==> src/rtl/iobar_pkg.sv <==
package iobar_pkg;

  typedef enum logic [1:0] {
    SZ_BYTE  = 2'd0,
    SZ_WORD  = 2'd1,
    SZ_DWORD = 2'd2,
    SZ_RSVD  = 2'd3
  } io_size_e;

  localparam logic [1:0] PM_D0 = 2'd0;

  // Number of bytes moved by a size code; zero marks the reserved code.
  function automatic int unsigned size_bytes(input logic [1:0] sz);
    case (sz)
      SZ_BYTE:  return 1;
      SZ_WORD:  return 2;
      SZ_DWORD: return 4;
      default:  return 0;
    endcase
  endfunction

  // True when an access of nbytes starting at window offset off ends inside the window.
  function automatic logic span_fits(input int unsigned off,
                                     input int unsigned nbytes,
                                     input int unsigned win_bytes);
    return (nbytes != 0) && ((off + nbytes) <= win_bytes);
  endfunction

endpackage

==> src/rtl/iobar_reg.sv <==
module iobar_reg #(
  parameter int IO_AW      = 16,
  parameter int ALIGN_LOG2 = 6,
  parameter int IDX_W      = 6,
  parameter int BAR_IDX    = 8
) (
  input  logic             clk,
  input  logic             rst_n,
  input  logic             cfg_wr,
  input  logic [IDX_W-1:0] cfg_idx,
  input  logic [3:0]       cfg_be,
  input  logic [31:0]      cfg_wdata,
  output logic [31:0]      cfg_rdata,
  output logic [IO_AW-ALIGN_LOG2-1:0] base_o
);
  localparam int BASE_W = IO_AW - ALIGN_LOG2;

  logic              bar_hit;
  logic              bar_write;
  logic [BASE_W-1:0] wr_mask;
  logic [BASE_W-1:0] wr_field;
  logic [BASE_W-1:0] base_q;

  assign bar_hit   = (cfg_idx == IDX_W'(BAR_IDX));
  assign bar_write = cfg_wr && bar_hit;
  assign wr_field  = cfg_wdata[IO_AW-1:ALIGN_LOG2];

  // Per-bit write mask taken from the byte strobe covering that bit.
  for (genvar b = 0; b < BASE_W; b++) begin : g_mask
    localparam int POS = b + ALIGN_LOG2;
    assign wr_mask[b] = bar_write && cfg_be[POS/8];
  end

  always_ff @(posedge clk) begin
    if (!rst_n) base_q <= '0;
    else        base_q <= (base_q & ~wr_mask) | (wr_field & wr_mask);
  end

  always_comb begin
    cfg_rdata = '0;
    if (bar_hit) begin
      cfg_rdata[IO_AW-1:ALIGN_LOG2] = base_q;
      cfg_rdata[0] = 1'b1;
    end
  end

  assign base_o = base_q;

  logic unused_wdata;
  assign unused_wdata = ^{cfg_wdata[31:IO_AW], cfg_wdata[ALIGN_LOG2-1:0], cfg_be[3:2]};

  // base only moves on a write addressed to this register
  a_r4_base_hold: assert property (@(posedge clk) disable iff (!rst_n)
    !bar_write |=> $stable(base_o));

  // base reads as zero right after reset
  a_r1_reset_base: assert property (@(posedge clk)
    !rst_n |=> (base_o == '0));

endmodule

==> src/rtl/iobar_gate.sv <==
module iobar_gate (
  input  logic [1:0] pm_state,
  input  logic       io_en,
  input  logic       dev_off,
  input  logic       fuse_dis,
  input  logic       fuse_ovr_dis,
  output logic       permit
);
  import iobar_pkg::*;

  logic in_d0;
  logic any_disable;

  assign in_d0       = (pm_state == PM_D0);
  assign any_disable = dev_off | fuse_dis | fuse_ovr_dis;
  assign permit      = in_d0 && io_en && !any_disable;

endmodule

==> src/rtl/iobar_window.sv <==
module iobar_window #(
  parameter int IO_AW      = 16,
  parameter int ALIGN_LOG2 = 6,
  parameter int WIN_LOG2   = 3
) (
  input  logic [IO_AW-1:0]            addr,
  input  logic [1:0]                  size,
  input  logic [IO_AW-ALIGN_LOG2-1:0] base,
  output logic                        hit
);
  import iobar_pkg::*;

  localparam int WIN_BYTES = 1 << WIN_LOG2;

  logic        base_match;
  logic        pad_zero;
  logic        fits;
  int unsigned off;

  assign base_match = (addr[IO_AW-1:ALIGN_LOG2] == base);
  assign pad_zero   = (addr[ALIGN_LOG2-1:WIN_LOG2] == '0);
  assign off        = int'(addr[WIN_LOG2-1:0]);
  assign fits       = span_fits(off, size_bytes(size), WIN_BYTES);
  assign hit        = base_match && pad_zero && fits;

endmodule

==> src/rtl/iobar_decoder.sv <==
module iobar_decoder #(
  parameter int IO_AW      = 16,
  parameter int ALIGN_LOG2 = 6,
  parameter int WIN_LOG2   = 3,
  parameter int IDX_W      = 6,
  parameter int BAR_IDX    = 8
) (
  input  logic             clk,
  input  logic             rst_n,
  input  logic             cfg_wr,
  input  logic [IDX_W-1:0] cfg_idx,
  input  logic [3:0]       cfg_be,
  input  logic [31:0]      cfg_wdata,
  output logic [31:0]      cfg_rdata,
  input  logic             io_valid,
  input  logic [IO_AW-1:0] io_addr,
  input  logic [1:0]       io_size,
  input  logic [1:0]       pm_state,
  input  logic             io_en,
  input  logic             dev_off,
  input  logic             fuse_dis,
  input  logic             fuse_ovr_dis,
  output logic             io_claim
);
  localparam int BASE_W = IO_AW - ALIGN_LOG2;

  logic [BASE_W-1:0] base;
  logic              permit;
  logic              win_hit;
  logic              claim_q;

  iobar_reg #(.IO_AW(IO_AW), .ALIGN_LOG2(ALIGN_LOG2), .IDX_W(IDX_W), .BAR_IDX(BAR_IDX)) u_reg (
    .clk(clk), .rst_n(rst_n), .cfg_wr(cfg_wr), .cfg_idx(cfg_idx), .cfg_be(cfg_be),
    .cfg_wdata(cfg_wdata), .cfg_rdata(cfg_rdata), .base_o(base)
  );

  iobar_gate u_gate (
    .pm_state(pm_state), .io_en(io_en), .dev_off(dev_off),
    .fuse_dis(fuse_dis), .fuse_ovr_dis(fuse_ovr_dis), .permit(permit)
  );

  iobar_window #(.IO_AW(IO_AW), .ALIGN_LOG2(ALIGN_LOG2), .WIN_LOG2(WIN_LOG2)) u_win (
    .addr(io_addr), .size(io_size), .base(base), .hit(win_hit)
  );

  always_ff @(posedge clk) begin
    if (!rst_n) claim_q <= 1'b0;
    else        claim_q <= io_valid && permit && win_hit;
  end

  assign io_claim = claim_q;

  // no valid cycle, no claim on the next clock
  a_r9_idle_low: assert property (@(posedge clk) disable iff (!rst_n)
    !io_valid |=> !io_claim);

  // claim needs D0 and I/O enable in the cycle before
  a_r7_needs_d0_en: assert property (@(posedge clk) disable iff (!rst_n)
    (pm_state != 2'd0 || !io_en) |=> !io_claim);

  // any disable input blocks the claim
  a_r8_disable_blocks: assert property (@(posedge clk) disable iff (!rst_n)
    (dev_off || fuse_dis || fuse_ovr_dis) |=> !io_claim);

  // a claim only follows a window hit
  a_r5_claim_in_window: assert property (@(posedge clk) disable iff (!rst_n)
    !win_hit |=> !io_claim);

  // reserved size never claimed
  a_r6_rsvd_size: assert property (@(posedge clk) disable iff (!rst_n)
    (io_size == 2'd3) |=> !io_claim);

endmodule

==> config.mk <==
export PLATFORM = sky130hd
export DESIGN_NAME = iobar_decoder
export DESIGN_NICKNAME = d
export VERILOG_FILES = /design/src/rtl/iobar_pkg.sv /design/src/rtl/iobar_reg.sv /design/src/rtl/iobar_gate.sv /design/src/rtl/iobar_window.sv /design/src/rtl/iobar_decoder.sv
export SDC_FILE = /design/constraint.sdc
export NUM_CORES = 1
export LEC_CHECK = 0
export BUFFER_PORTS_ARGS = -buffer_cell sky130_fd_sc_hd__buf_2
export CORE_ASPECT_RATIO = 0.7
export CORE_MARGIN = 5
export CORE_UTILIZATION = 35
export DETAILED_ROUTE_END_ITERATION = 16
export PLACE_DENSITY = 0.86
export REMOVE_ABC_BUFFERS = 1
export SLEW_MARGIN = 20
export SYNTH_ARGS = -nofsm -noshare
export SYNTH_HDL_FRONTEND = slang
export SYNTH_SLANG_ARGS = --single-unit
export TNS_END_PERCENT = 5
==> constraint.sdc <==
create_clock -name clk -period 1.6 [get_ports clk]
set_input_delay 0.24 -clock clk [delete_from_list [all_inputs] [get_ports clk]]
set_output_delay 0.24 -clock clk [all_outputs]
set_load 0.1 [all_outputs]
[Word level (Yosys, flattened, before mapping)]
Cells that the tools add are included.
Cells by class
  add/sub/neg operators: 1
  magnitude comparators: 1
  reduce and logical (&&, ||, !) cells: 15
  bitwise operators: 6
  shifts and indexed selects: 0
  eq/ne operators: 4
  multipliers: 0
  div/mod/pow operators: 0
  muxes and demuxes: 3
Operators with widths (number)
  $le A32 B4 Y1 const B: 1
  $reduce_bool A32 Y1: 1
  $and A10 B10 Y10: 2
  $eq A10 B10 Y1: 1
  $logic_and A1 B1 Y1: 10
  $mux W10: 1
  $not A10 Y10: 1
  $or A10 B10 Y10: 1
  $pmux W3 S3: 1
  $eq A6 B4 Y1 const B: 1
  $add A3 B3 Y4: 1
  $logic_not A2 Y1: 2
  $logic_not A3 Y1: 1
  $eq A2 B1 Y1 const B: 1
  $eq A2 B2 Y1 const B: 1
  $or A1 B1 Y1: 2
  $logic_not A1 Y1: 1
  $mux W1: 1
Word-level totals
  memory bits (read-only): 0
  memories kept: 0
  latch bits: 0
  register bits: 11
  RAM bits: 0
  bits of input ports: 70
  output and inout port bits: 33

[Depth between registers and ports, before layout]
  word-level depth: 7
  mapped depth: 7
  mapped depth without buffers: 7

[Cells and area by module]
From an unflattened synthesis, not the netlist that was laid out.
Unflattened totals
  cells, all modules: 116
  area total of the unflattened synthesis: 973.4 µm²
Modules (own cells, without submodules)
  iobar_reg: seq. area each 200.2 µm², instances 1, cells each 82, area each 678.2 µm²
  iobar_window: seq. area each 0.0 µm², instances 1, cells each 30, area each 246.5 µm²
  iobar_decoder: seq. area each 20.0 µm², instances 1, cells each 2, area each 28.8 µm²
  iobar_gate: seq. area each 0.0 µm², instances 1, cells each 2, area each 20.0 µm²

[Least setup slack after synthesis]
Ideal clock, no wire load.
  path type: in2out
  from: in cfg_idx[1]
  to: out cfg_rdata[10]
  required time: 1360 ps
  cell stages on the path: 3
  path slack: -289 ps
  buffers on the path: 1
  data arrival time: 1649 ps
  cell sequence: nor4_4 > clkbuf_1 > and3_1
Between the ends
  word-level cells in the longest chain between the ends: 2
Ends and longest elaborated chain
  from (decl): RTL line iobar_decoder.sv:11  | input logic [IDX_W-1:0] cfg_idx,
  $eq A6 B4 Y1: RTL line iobar_reg.sv:24  | assign bar_hit = (cfg_idx == IDX_W'(BAR_IDX));
  $mux W10: RTL line iobar_reg.sv:41  | if (bar_hit) begin
  to (decl): RTL line iobar_decoder.sv:14  | output logic [31:0] cfg_rdata,
Every way passes these cells.

[Worst setup path in the final report]
Ends and elaborated chain as after synthesis.

==> results_dict.tcl <==
set metrics [dict create \
    crit_slowest_cell "nor4_4" \
    synthToLayoutAreaGrowth_pct 46.2 \
    clk_latency_ns 0.24 \
    crit_chain "buf_2 -> nor4_4 -> buf_4 -> and3_1 -> buf_12" \
    pwr-share-seq 0.305 \
    synth.top_cell.area_share 0.223 \
    peakVddDrop_uv 474 \
    clockBufferDepth 2 \
    outcome "completed" \
    critPathLaunchType "input pin" \
    p_clk_frac 0.305 \
    holdPathStages 3 \
    gp_congestion 0.748 \
    holdCritPathClass "input pin to flop" \
    synth_edf_count 0 \
    p_int_w 0.000518 \
    dp_worst_setup_slack_ns -0.0424 \
    antenna_cells 0 \
    critPathMaxFanout 13 \
    ant_nets 0 \
    postCtsHoldBufs 0 \
    core_um2 2740 \
    die_w_um 73.4 \
    netlist_instances 118 \
    required_ns 1.36 \
    clock-sinks 11 \
    cts-root-buf "clkbuf_8" \
    finish.utilization 0.526 \
    yosys_warnings 0 \
    swShare 0.427 \
    setup_ws_ns 0.0873 \
    p_leak_nw 0.702 \
    avgViaCountPerCell 4.30 \
    cts_setup_buffers 0 \
    port_buffers 57 \
    synth_cell_type_count 31 \
    slew_violations 0 \
    hpwl_mm 2.18 \
    start_util 0.359 \
    ys.flop_type "dfxtp_1" \
    fin_crit_ns 1.51 \
    die_h_um 54.4 \
    seq_area_frac_synth 0.223 \
    cts-resized-gates 0 \
    synth_most_common_cell "buf_4" \
    antenna_found_initial 0 \
    grt_pass1_vias 887 \
    power_frac_comb 0.390 \
    h-tree-depth 1 \
    drt-initial-drc-count 13 \
    setup_viol 0 \
    critPathMaxStageDelay_ns 0.27 \
    pin_count 103 \
    rows 16 \
    cts_tree "yes" \
    vias 911 \
    hold_violations 0 \
    endpoint_kind "output pin" \
    drc 0 \
    first_pass_iters 3 \
    reg2reg_depth 4 \
    drive_gt1_frac 0.443 \
    synth_area_um2 986 \
    async_flop_share 0 \
    power.density_nw_per_um2 627 \
    routedWlPerCell_um 11.8 \
    grtUsageTotal 0.120 \
    nets 251 \
    path_class "input pin to output pin" \
    max_cap_violations 0 \
    wirelength_mm 2.50 \
    synth_largest_area_cell "dfxtp_1" \
    grt_max_degree 21 \
    cts_buffers 3 \
    grt_pass1_wl_mm 3.65 \
    skew_ns 0.00658 \
    finalCritPeriodShare 0.945 \
    p_total_w 0.000903 \
    synth_seq_cells 11 \
    fill_cells 269 \
    p_sw_w 0.000385 \
    die_area_um2 4000 \
    ys_top_cells_by_count "buf_4 (22), dfxtp_1 (11), and3_1 (10), nand2_1 (10), nand3_1 (9)" \
    max_freq_mhz 661 \
    rsz0062_at_grt "no" \
    postSynthAreaPerCell_um2 8.36 \
    synth_area_leaders "dfxtp_1 (22%), buf_4 (17%), o21ai_2 (7.1%), xnor2_1 (7.1%), and3_1 (6.3%)" \
    path_clk_slew_ns 0.05 \
    grt_overflow_total 0 \
    crit_arrival_ns 1.27 \
]
==> through the flow <==
stage	instance area [um^2]	hold WS, ns	cells	setup TNS (ns)
floorplan	870	0.372	111	-2.41
global placement	1400	0.467	208	-0.0265
detailed placement	1400	0.480	208	-0.0424
CTS	1440	0.236	212	0
global route	1440	0.242	212	0
finish	1440	0.239	212	0
==> placed cells by master (no fill, tap or decap), types with 2 or more instances in the layout <==
| cell type | Yosys | layout |
|---|---|---|
| nand3_2 | 2 | 2 |
| nand2_1 | 10 | 10 |
| nand4_1 | 4 | 4 |
| xor2_1 | 3 | 3 |
| nand3_1 | 9 | 9 |
| conb_1 | 1 | 21 |
| buf_4 | 22 | 4 |
| buf_2 | 0 | 46 |
| o21ai_0 | 2 | 2 |
| dfxtp_1 | 11 | 11 |
| inv_1 | 4 | 4 |
| o21ai_2 | 8 | 8 |
| nor2_1 | 2 | 2 |
| a21oi_1 | 2 | 2 |
| clkbuf_8 | 0 | 3 |
| buf_12 | 0 | 11 |
| and3_1 | 10 | 10 |
| xnor2_1 | 8 | 8 |
| ha_1 | 3 | 3 |
==> path summary, 6_finish.rpt <==
| check | from | to | slack, ns |
|---|---|---|---|
| max | cfg_idx[1] | cfg_rdata[10] | 0.09 |
| min | cfg_wdata[8] | flop | 0.24 |
| min reg2reg | flop | flop | 0.48 |
| max reg2reg | flop | io_claim$_SDFF_PN0_ | 0.55 |
==> power by group through the flow <==
stage	clock network [W]	logic (W)	registers, W
global placement	0	0.000347	0.000281
floorplan	0	0.000265	0.000281
finish	0.000275	0.000352	0.000275
detailed placement	0	0.000353	0.000281
CTS	0.000285	0.000353	0.000275
global route	0.000298	0.000374	0.000275
==> critical path, delay by kind of cell <==
family                 cells  cell delay [ns]
and+or+nand+nor            2             0.50
buffers and inverters      3             0.54
==> routing by layer <==
metal | vias up | track usage | part of all wire
met1 | 407 | 0.127 | 0.36
li1 | 482 | - | -
met5 | - | 0 | 0
met4 | 0 | 0.0181 | 0
met3 | 0 | 0.0385 | 0.054
met2 | 22 | 0.239 | 0.59
==> final cells by class <==
cell class	count	area [um^2]	share of cell area
Clock buffer	3	41.3	0.0286
Inverter	4	15.0	0.0104
Multi-Input combinational cell	96	634	0.440
Clock inverter	1	5.00	0.00347
Sequential cell	11	220	0.153
Timing Repair Buffer	61	480	0.333
Tap cell	36	45.0	0.0313
==> cell families after synthesis <==
family                   Yosys count  synth area share
AND/OR/NAND/NOR                   47             0.307
buffers and inverters             31             0.209
AO/OA/AOI/OAI                     13             0.100
XOR/XNOR                          11            0.0977
flip-flops                        11             0.223
adder cells (fa/ha/maj)            4            0.0584
other                              1           0.00380
Note: power is estimated with default switching activity, not from simulation.
